--- src/rtl/sff_pkg.sv ---
`timescale 1ns/1ps
package sff_pkg;

    localparam int BYTE_W = 8;

    // register select codes
    localparam logic [1:0] ADDR_CTRL = 2'd0;
    localparam logic [1:0] ADDR_STAT = 2'd1;
    localparam logic [1:0] ADDR_DATA = 2'd2;

    // status bit positions
    localparam int ST_RDF   = 0;
    localparam int ST_TDE   = 1;
    localparam int ST_RXOVF = 2;
    localparam int ST_TXOVF = 3;
    localparam int ST_RXUDF = 4;
    localparam int ST_TXUDF = 5;
    localparam int NFLAG    = 6;

    typedef enum logic [1:0] {
        FLG_CLEAR  = 2'd0,
        FLG_RAISED = 2'd1,
        FLG_ARMED  = 2'd2
    } flag_state_e;

    // nonlinear receive level map; transmit level is depth minus this
    function automatic int level_of(input logic [1:0] code);
        int lv;
        unique case (code)
            2'd0:    lv = 1;
            2'd1:    lv = 2;
            2'd2:    lv = 4;
            default: lv = 6;
        endcase
        return lv;
    endfunction

endpackage

--- src/rtl/sff_fifo.sv ---
`timescale 1ns/1ps
module sff_fifo #(
    parameter int DEPTH = 8,
    parameter int DW    = 8,
    parameter int CW    = 4
) (
    input  logic          clk,
    input  logic          rst_n,
    input  logic          push_i,
    input  logic [DW-1:0] din_i,
    input  logic          pop_i,
    output logic [DW-1:0] dout_o,
    output logic [CW-1:0] count_o,
    output logic          ovf_o,
    output logic          udf_o
);
    localparam int PW = (DEPTH > 1) ? $clog2(DEPTH) : 1;
    localparam logic [PW-1:0] LAST  = PW'(DEPTH - 1);
    localparam logic [CW-1:0] FULLC = CW'(DEPTH);

    logic [DW-1:0] mem [DEPTH];
    logic [PW-1:0] wptr, rptr;
    logic [CW-1:0] cnt;
    logic          full, empty, do_push, do_pop;

    always_comb begin
        full    = (cnt == FULLC);
        empty   = (cnt == '0);
        do_push = push_i && !full;
        do_pop  = pop_i && !empty;
    end

    always_ff @(posedge clk or negedge rst_n) begin
        if (!rst_n) begin
            wptr <= '0;
            rptr <= '0;
            cnt  <= '0;
        end else begin
            if (do_push) wptr <= (wptr == LAST) ? '0 : wptr + 1'b1;
            if (do_pop)  rptr <= (rptr == LAST) ? '0 : rptr + 1'b1;
            unique case ({do_push, do_pop})
                2'b10:   cnt <= cnt + 1'b1;
                2'b01:   cnt <= cnt - 1'b1;
                default: cnt <= cnt;
            endcase
        end
    end

    always_ff @(posedge clk) begin
        if (do_push) mem[wptr] <= din_i;
    end

    always_comb begin
        dout_o  = empty ? '0 : mem[rptr];
        count_o = cnt;
        ovf_o   = push_i && full;
        udf_o   = pop_i && empty;
    end


    count_bound_chk: assert property (@(posedge clk) disable iff (!rst_n)
        count_o <= FULLC);


    full_push_chk: assert property (@(posedge clk) disable iff (!rst_n)
        push_i && (count_o == FULLC) && !pop_i |=> count_o == FULLC);


    empty_pop_chk: assert property (@(posedge clk) disable iff (!rst_n)
        pop_i && (count_o == '0) && !push_i |=> count_o == '0);

endmodule

--- src/rtl/sff_flag.sv ---
`timescale 1ns/1ps
module sff_flag (
    input  logic clk,
    input  logic rst_n,
    input  logic set_i,
    input  logic rd_i,
    input  logic clr_i,
    output logic flag_o
);
    import sff_pkg::*;

    flag_state_e st, st_nx;

    always_ff @(posedge clk or negedge rst_n) begin
        if (!rst_n) st <= FLG_CLEAR;
        else        st <= st_nx;
    end

    always_comb begin
        st_nx = st;
        unique case (st)
            FLG_CLEAR:  if (set_i) st_nx = FLG_RAISED;
            FLG_RAISED: if (rd_i)  st_nx = FLG_ARMED;
            FLG_ARMED:  if (clr_i) st_nx = FLG_CLEAR;
            default:               st_nx = FLG_CLEAR;
        endcase
    end

    always_comb begin
        flag_o = (st != FLG_CLEAR);
    end


    flag_fall_chk: assert property (@(posedge clk) disable iff (!rst_n)
        $fell(flag_o) |-> $past(clr_i));


    flag_rise_chk: assert property (@(posedge clk) disable iff (!rst_n)
        $rose(flag_o) |-> $past(set_i));

endmodule

--- src/rtl/sff_trig_fifo.sv ---
`timescale 1ns/1ps
module sff_trig_fifo #(
    parameter int DEPTH = 8
) (
    input  logic       clk,
    input  logic       rst_n,
    input  logic       reg_rd,
    input  logic       reg_wr,
    input  logic [1:0] reg_addr,
    input  logic [7:0] reg_wdata,
    output logic [7:0] reg_rdata,
    input  logic       rx_push,
    input  logic [7:0] rx_byte,
    input  logic       tx_pop,
    output logic [7:0] tx_byte,
    output logic       rx_irq,
    output logic       tx_irq
);
    import sff_pkg::*;

    localparam int CW = $clog2(DEPTH + 1);

    logic [1:0] tx_code, rx_code;
    logic       tx_en, rx_en;

    logic       ctrl_wr, stat_rd, stat_wr, data_rd, data_wr;
    logic [BYTE_W-1:0] rx_head;
    logic [CW-1:0]     rx_cnt, tx_cnt, rx_lvl, tx_lvl;
    logic              rx_ovf, rx_udf, tx_ovf, tx_udf;
    logic [NFLAG-1:0]  flag_set, flag_clr, flags;

    always_comb begin
        ctrl_wr = reg_wr && (reg_addr == ADDR_CTRL);
        stat_rd = reg_rd && (reg_addr == ADDR_STAT);
        stat_wr = reg_wr && (reg_addr == ADDR_STAT);
        data_rd = reg_rd && (reg_addr == ADDR_DATA);
        data_wr = reg_wr && (reg_addr == ADDR_DATA);
    end

    // control register: [7:6] tx code, [5:4] rx code, [2] tx enable, [1] rx enable
    always_ff @(posedge clk or negedge rst_n) begin
        if (!rst_n) begin
            tx_code <= 2'd0;
            rx_code <= 2'd0;
            tx_en   <= 1'b0;
            rx_en   <= 1'b0;
        end else if (ctrl_wr) begin
            tx_code <= reg_wdata[7:6];
            rx_code <= reg_wdata[5:4];
            tx_en   <= reg_wdata[2];
            rx_en   <= reg_wdata[1];
        end
    end

    sff_fifo #(.DEPTH(DEPTH), .DW(BYTE_W), .CW(CW)) u_rx_fifo (
        .clk     (clk),
        .rst_n   (rst_n),
        .push_i  (rx_push),
        .din_i   (rx_byte),
        .pop_i   (data_rd),
        .dout_o  (rx_head),
        .count_o (rx_cnt),
        .ovf_o   (rx_ovf),
        .udf_o   (rx_udf)
    );

    sff_fifo #(.DEPTH(DEPTH), .DW(BYTE_W), .CW(CW)) u_tx_fifo (
        .clk     (clk),
        .rst_n   (rst_n),
        .push_i  (data_wr),
        .din_i   (reg_wdata),
        .pop_i   (tx_pop),
        .dout_o  (tx_byte),
        .count_o (tx_cnt),
        .ovf_o   (tx_ovf),
        .udf_o   (tx_udf)
    );

    always_comb begin
        rx_lvl = CW'(level_of(rx_code));
        tx_lvl = CW'(DEPTH - level_of(tx_code));
        flag_set           = '0;
        flag_set[ST_RDF]   = (rx_cnt >= rx_lvl);
        flag_set[ST_TDE]   = (tx_cnt <  tx_lvl);
        flag_set[ST_RXOVF] = rx_ovf;
        flag_set[ST_TXOVF] = tx_ovf;
        flag_set[ST_RXUDF] = rx_udf;
        flag_set[ST_TXUDF] = tx_udf;
        flag_clr = stat_wr ? ~reg_wdata[NFLAG-1:0] : '0;
    end

    for (genvar g = 0; g < NFLAG; g++) begin : g_flag
        sff_flag u_flag (
            .clk    (clk),
            .rst_n  (rst_n),
            .set_i  (flag_set[g]),
            .rd_i   (stat_rd),
            .clr_i  (flag_clr[g]),
            .flag_o (flags[g])
        );
    end

    always_comb begin
        reg_rdata = '0;
        if (reg_rd) begin
            unique case (reg_addr)
                ADDR_CTRL: reg_rdata = {tx_code, rx_code, 1'b0, tx_en, rx_en, 1'b0};
                ADDR_STAT: reg_rdata = {{(8-NFLAG){1'b0}}, flags};
                ADDR_DATA: reg_rdata = rx_head;
                default:   reg_rdata = '0;
            endcase
        end
        rx_irq = flags[ST_RDF] && rx_en;
        tx_irq = flags[ST_TDE] && tx_en;
    end


    rdf_level_chk: assert property (@(posedge clk) disable iff (!rst_n)
        (rx_cnt >= rx_lvl) && !flag_clr[ST_RDF] |=> flags[ST_RDF]);


    tde_level_chk: assert property (@(posedge clk) disable iff (!rst_n)
        (tx_cnt < tx_lvl) && !flag_clr[ST_TDE] |=> flags[ST_TDE]);


    tx_irq_drop_chk: assert property (@(posedge clk) disable iff (!rst_n)
        $fell(tx_irq) |-> $past(flag_clr[ST_TDE]) || $past(ctrl_wr && !reg_wdata[2]));


    ctrl_take_chk: assert property (@(posedge clk) disable iff (!rst_n)
        ctrl_wr |=> (tx_code == $past(reg_wdata[7:6])) && (rx_code == $past(reg_wdata[5:4])));

endmodule

--- config.mk ---
export PLATFORM = sky130hd
export DESIGN_NAME = sff_trig_fifo
export DESIGN_NICKNAME = d
export VERILOG_FILES = /design/src/rtl/sff_pkg.sv /design/src/rtl/sff_fifo.sv /design/src/rtl/sff_flag.sv /design/src/rtl/sff_trig_fifo.sv
export SDC_FILE = /design/constraint.sdc
export NUM_CORES = 1
export LEC_CHECK = 0
export BUFFER_PORTS_ARGS = -buffer_cell sky130_fd_sc_hd__buf_2
export CAP_MARGIN = 20
export CORE_MARGIN = 2
export CORE_UTILIZATION = 50
export CTS_CLUSTER_SIZE = 12
export DETAILED_ROUTE_END_ITERATION = 10
export HOLD_SLACK_MARGIN = 0.06
export PLACE_DENSITY = 0.79
export REMOVE_ABC_BUFFERS = 1
export SLEW_MARGIN = 30
export SYNTH_ARGS = -nofsm -noshare
export SYNTH_HDL_FRONTEND = slang
export SYNTH_SLANG_ARGS = --single-unit
--- constraint.sdc ---
create_clock -name clk -period 3 [get_ports clk]
set_input_delay 0.3 -clock clk [delete_from_list [all_inputs] [get_ports clk]]
set_output_delay 0.3 -clock clk [all_outputs]
set_load 0.02 [all_outputs]
==> results.md <==
- Antenna violations before repair: 1
- Final WS setup: between 150 and 200 ps
- Routed length on met2: ~7.4 mm
- Highest routed layer: met5
- Worst-Skew Late Latency: 430 ps
- Clock power share: 25.7%
- Sw Share: approximately a third
- Cell count after synthesis: approximately 470
- Crit path required time: roughly 3300 ps
- Synth top cells by count: 128 x edfxtp_1, 38 x dfrtp_1, 29 x nand2_1
- Sequential share of the synthesized area: roughly two thirds
- Synth area leaders: edfxtp_1 53%, dfrtp_1 13%, mux4_2 8.7%
- Pin count of the biggest net entering global routing: 39
- Worst Path Class, Setup: reg2reg
- Layout cells sized above 1: about 23%
- Setup-failing EPs final: 0
- # resized after CTS: 0
- Leading area contributor after synthesis: edfxtp_1
- Share of the synthesized area in the top cell type: between 50% and 60%
- Total vias in the final route: roughly 4200
- Ys async rst share: a little under a quarter
- P_int: 4.96 mW
- IO buf count: 41
- WL/cell: ~20 um
- Die Wd: approximately 120 um
- Vias in the first global route: roughly 4400
- WHS Endpoint: u_rx_fifo.mem[0][7]
- Overall power: approximately 7.4 mW
- RR Endpoint: u_rx_fifo.count_o[3]
- Worst Hold Launch: rx_byte[7]
- Starting Density: between 50% and 60%
- Final net count: between 500 and 600
- Final RePlAce weighted congestion: 0.808
- Chip height: about 120 um
- Tcrit/Tclk final: between 90% and 100%
- Setup TNS: 0 ps
- Htree depth: 4
- CTS max path bufs: 2
- DRT Pass-1 Iters: 4
- CTS tree: built
- Seq pwr share: about 45%
- Post-synthesis register bit count: roughly 170
- Leakage: approximately 3 nW
- DRC: 0
- Core Region: ~0.014 mm2
- RSZ-0062 raised after global routing: no
- Vias per inst: approximately 5.8
- Critical Path, Cell by Cell: or4_1, nand3_4, inv_2, ha_1, ha_1, a21oi_1, o21ai_0, o311ai_1
- Met3 routed WL: slightly above 700 um
- Hold crit path type: in2reg
- Placed wire-length estimate: roughly 9.5 mm
- IO Count: 42
- Worst-path clk slew: approximately 60 ps
- CP peak stage delay: between 600 and 700 ps
- Hold Vio Cnt, Final: 0
- Post-Route Skew: roughly 7.4 ps
- Post-CTS Hold Fix Bufs: 1
- Launch point of the worst reg-to-reg path: u_rx_fifo.count_o[0]
- Worst Tran Pin Value: roughly 800 ps
- P&R area growth vs syn: 14.1%
- R2R setup slack: around 160 ps
- Top-count cell post-synth: edfxtp_1
- Antenna cells: 0
- Sink Count: about 170
- Routed Antenna Nets: 0
- Root Buffer: clkbuf_16
- GRT overflow: 0
- Rel. slew slack: between 40% and 50%
- VDD IR max: between 0.5 and 0.6 mV
- Seq. cell area: about 0.0048 mm2
- Worst setup SP type: flop
- Fmax achieved: between 0.3 and 0.4 GHz
- EDFF count, synth: roughly 130
- Min Tclk post-route: between 2000 and 3000 ps
- Die area: approximately 0.016 mm2
- Fillcell total: approximately 1100
- Most used cell, CP: ha_1
- Post-Syn Area: 0.00727 mm2
- Initial DRC count: 277
- Post-Place Worst Slack: a little over 200 ps
- Multi-input gate area: approximately 0.0023 mm2
- Synth warn: 0
- Cells on Worst Hold Path: 1
- Critical Path Fanout Max: 10
- Slowest CP cell: or4_1
- Status: completed
- Syn avg cell area: around 16 um2
- Fin. max-slew vios: 0
- Max-cap violations: 0
- NetSw: 2.45 mW
- DRT met1 WL: between 5 and 6 mm
- Pwr dens: 894 mW/mm2
- Distinct cell type count after synthesis: 51
- Cell row count: 44
- Final wirelength: 14.2 mm
- First-pass GRT wire length: 22.9 mm
- CP Capture Type: flop
- Num CTS Buffers: 17
- R2R cell count: 8
- Main synth FF type: edfxtp_1
- Comb power frac: about 30%
- WP data arrival: 3140 ps
- GRT Util Overall: 19.5%
- Postcts setup bufs: 0
[how the worst max path moves through the flow]
stage / slack [ps] / start / cells past startpoint / to
2_1_floorplan: 560 / u_rx_fifo.count_o[0] / 9 / u_rx_fifo.count_o[3]
5_1_grt: 50 / u_rx_fifo.count_o[0] / 8 / u_rx_fifo.count_o[3]
3_3_place_gp: 450 / u_rx_fifo.count_o[0] / 9 / u_rx_fifo.count_o[3]
3_5_place_dp: 200 / u_rx_fifo.count_o[0] / 8 / u_rx_fifo.count_o[3]
4_1_cts: 190 / u_rx_fifo.count_o[0] / 8 / u_rx_fifo.count_o[3]
6_report: 160 / u_rx_fifo.count_o[0] / 8 / u_rx_fifo.count_o[3]
[cells by family after synthesis]
kind of cell | Yosys count | share of synthesized area [%]
AO/OA/AOI/OAI | 60 | 5.06
XOR/XNOR | 4 | 0.482
adder cells (fa/ha/maj) | 22 | 3.99
buffers and inverters | 32 | 2.00
flip-flops | 166 | 66.0
multiplexers | 62 | 13.6
other | 1 | 0.0516
AND/OR/NAND/NOR | 119 | 8.88
[cell usage in the layout (no fill, tap or decap), types with 3 or more instances in the layout]
cell	synthesis	routed
edfxtp_1	128	128
buf_2	8	40
dfrtp_1	38	38
nand2_1	29	29
mux4_2	28	28
nor2_1	26	26
mux2i_1	22	22
buf_4	2	21
ha_1	20	20
o21ai_0	18	18
clkbuf_16	0	17
nor3_1	14	14
inv_1	12	12
mux2_1	12	12
nand2b_1	10	10
nor2b_1	9	9
a21oi_1	9	9
o21ai_1	9	9
and2_1	5	5
nand3b_1	5	5
nor4_1	5	5
o31ai_1	4	4
or3_1	4	4
a21o_1	4	4
clkinv_1	0	4
inv_2	3	3
o22ai_1	3	3
clkinvlp_4	0	3
inv_6	0	3
[area by class of cell]
| type | count | share of cell area, % |
|---|---|---|
| clock buffers | 19 | 5.22 |
| clock inverters | 13 | 0.996 |
| inverters | 15 | 0.679 |
| multi-input cells | 268 | 28.1 |
| flip-flops and latches | 166 | 57.8 |
| well taps | 184 | 2.78 |
| repair buffers | 62 | 4.44 |
[through the flow]
stage	hold slack [ps]	cells	instance area (um2)	utilization (%)
after CTS	117	727	8290	57.7
after detailed placement	466	694	7760	54.0
final	130	727	8290	57.7
after global placement	449	694	7760	54.0
after global routing	124	727	8290	57.7
after floorplan	4.41	449	7180	-
[per-layer routing]
| metal | vias up | GRT usage, % |
|---|---|---|
| li1 | 1928 | - |
| met5 | - | 0 |
| met4 | 2 | 7.67 |
| met2 | 119 | 33.4 |
| met1 | 2110 | 23.8 |
| met3 | 24 | 5.24 |
[sequential cells by signal, indices dropped and copies added, names as in the netlist, 3 cells and up]
name / cells
u_rx_fifo.mem: 64
u_tx_fifo.mem: 64
g_flag.u_flag.st: 12
u_rx_fifo.count_o: 4
u_tx_fifo.count_o: 4
u_rx_fifo.rptr: 3
u_rx_fifo.wptr: 3
u_tx_fifo.rptr: 3
u_tx_fifo.wptr: 3
[worst max-delay path: cells and delay by family (launching register included)]
family	cells	cell delay, ps
flops	1	430
simple gates	2	890
fa+ha+maj	2	580
compound gates	3	760
buf+inv	1	60
[power groups by stage]
| stage | sequential [mW] | clock [mW] | combinational (mW) |
|---|---|---|---|
| floorplan | 3.32 | 0 | 1.50 |
| global placement | 3.32 | 0 | 2.09 |
| detailed placement | 3.36 | 0 | 2.20 |
| CTS | 3.32 | 1.93 | 2.21 |
| global route | 3.38 | 2.03 | 2.41 |
| finish | 3.32 | 1.91 | 2.18 |
(Power assumes the default switching activity.)
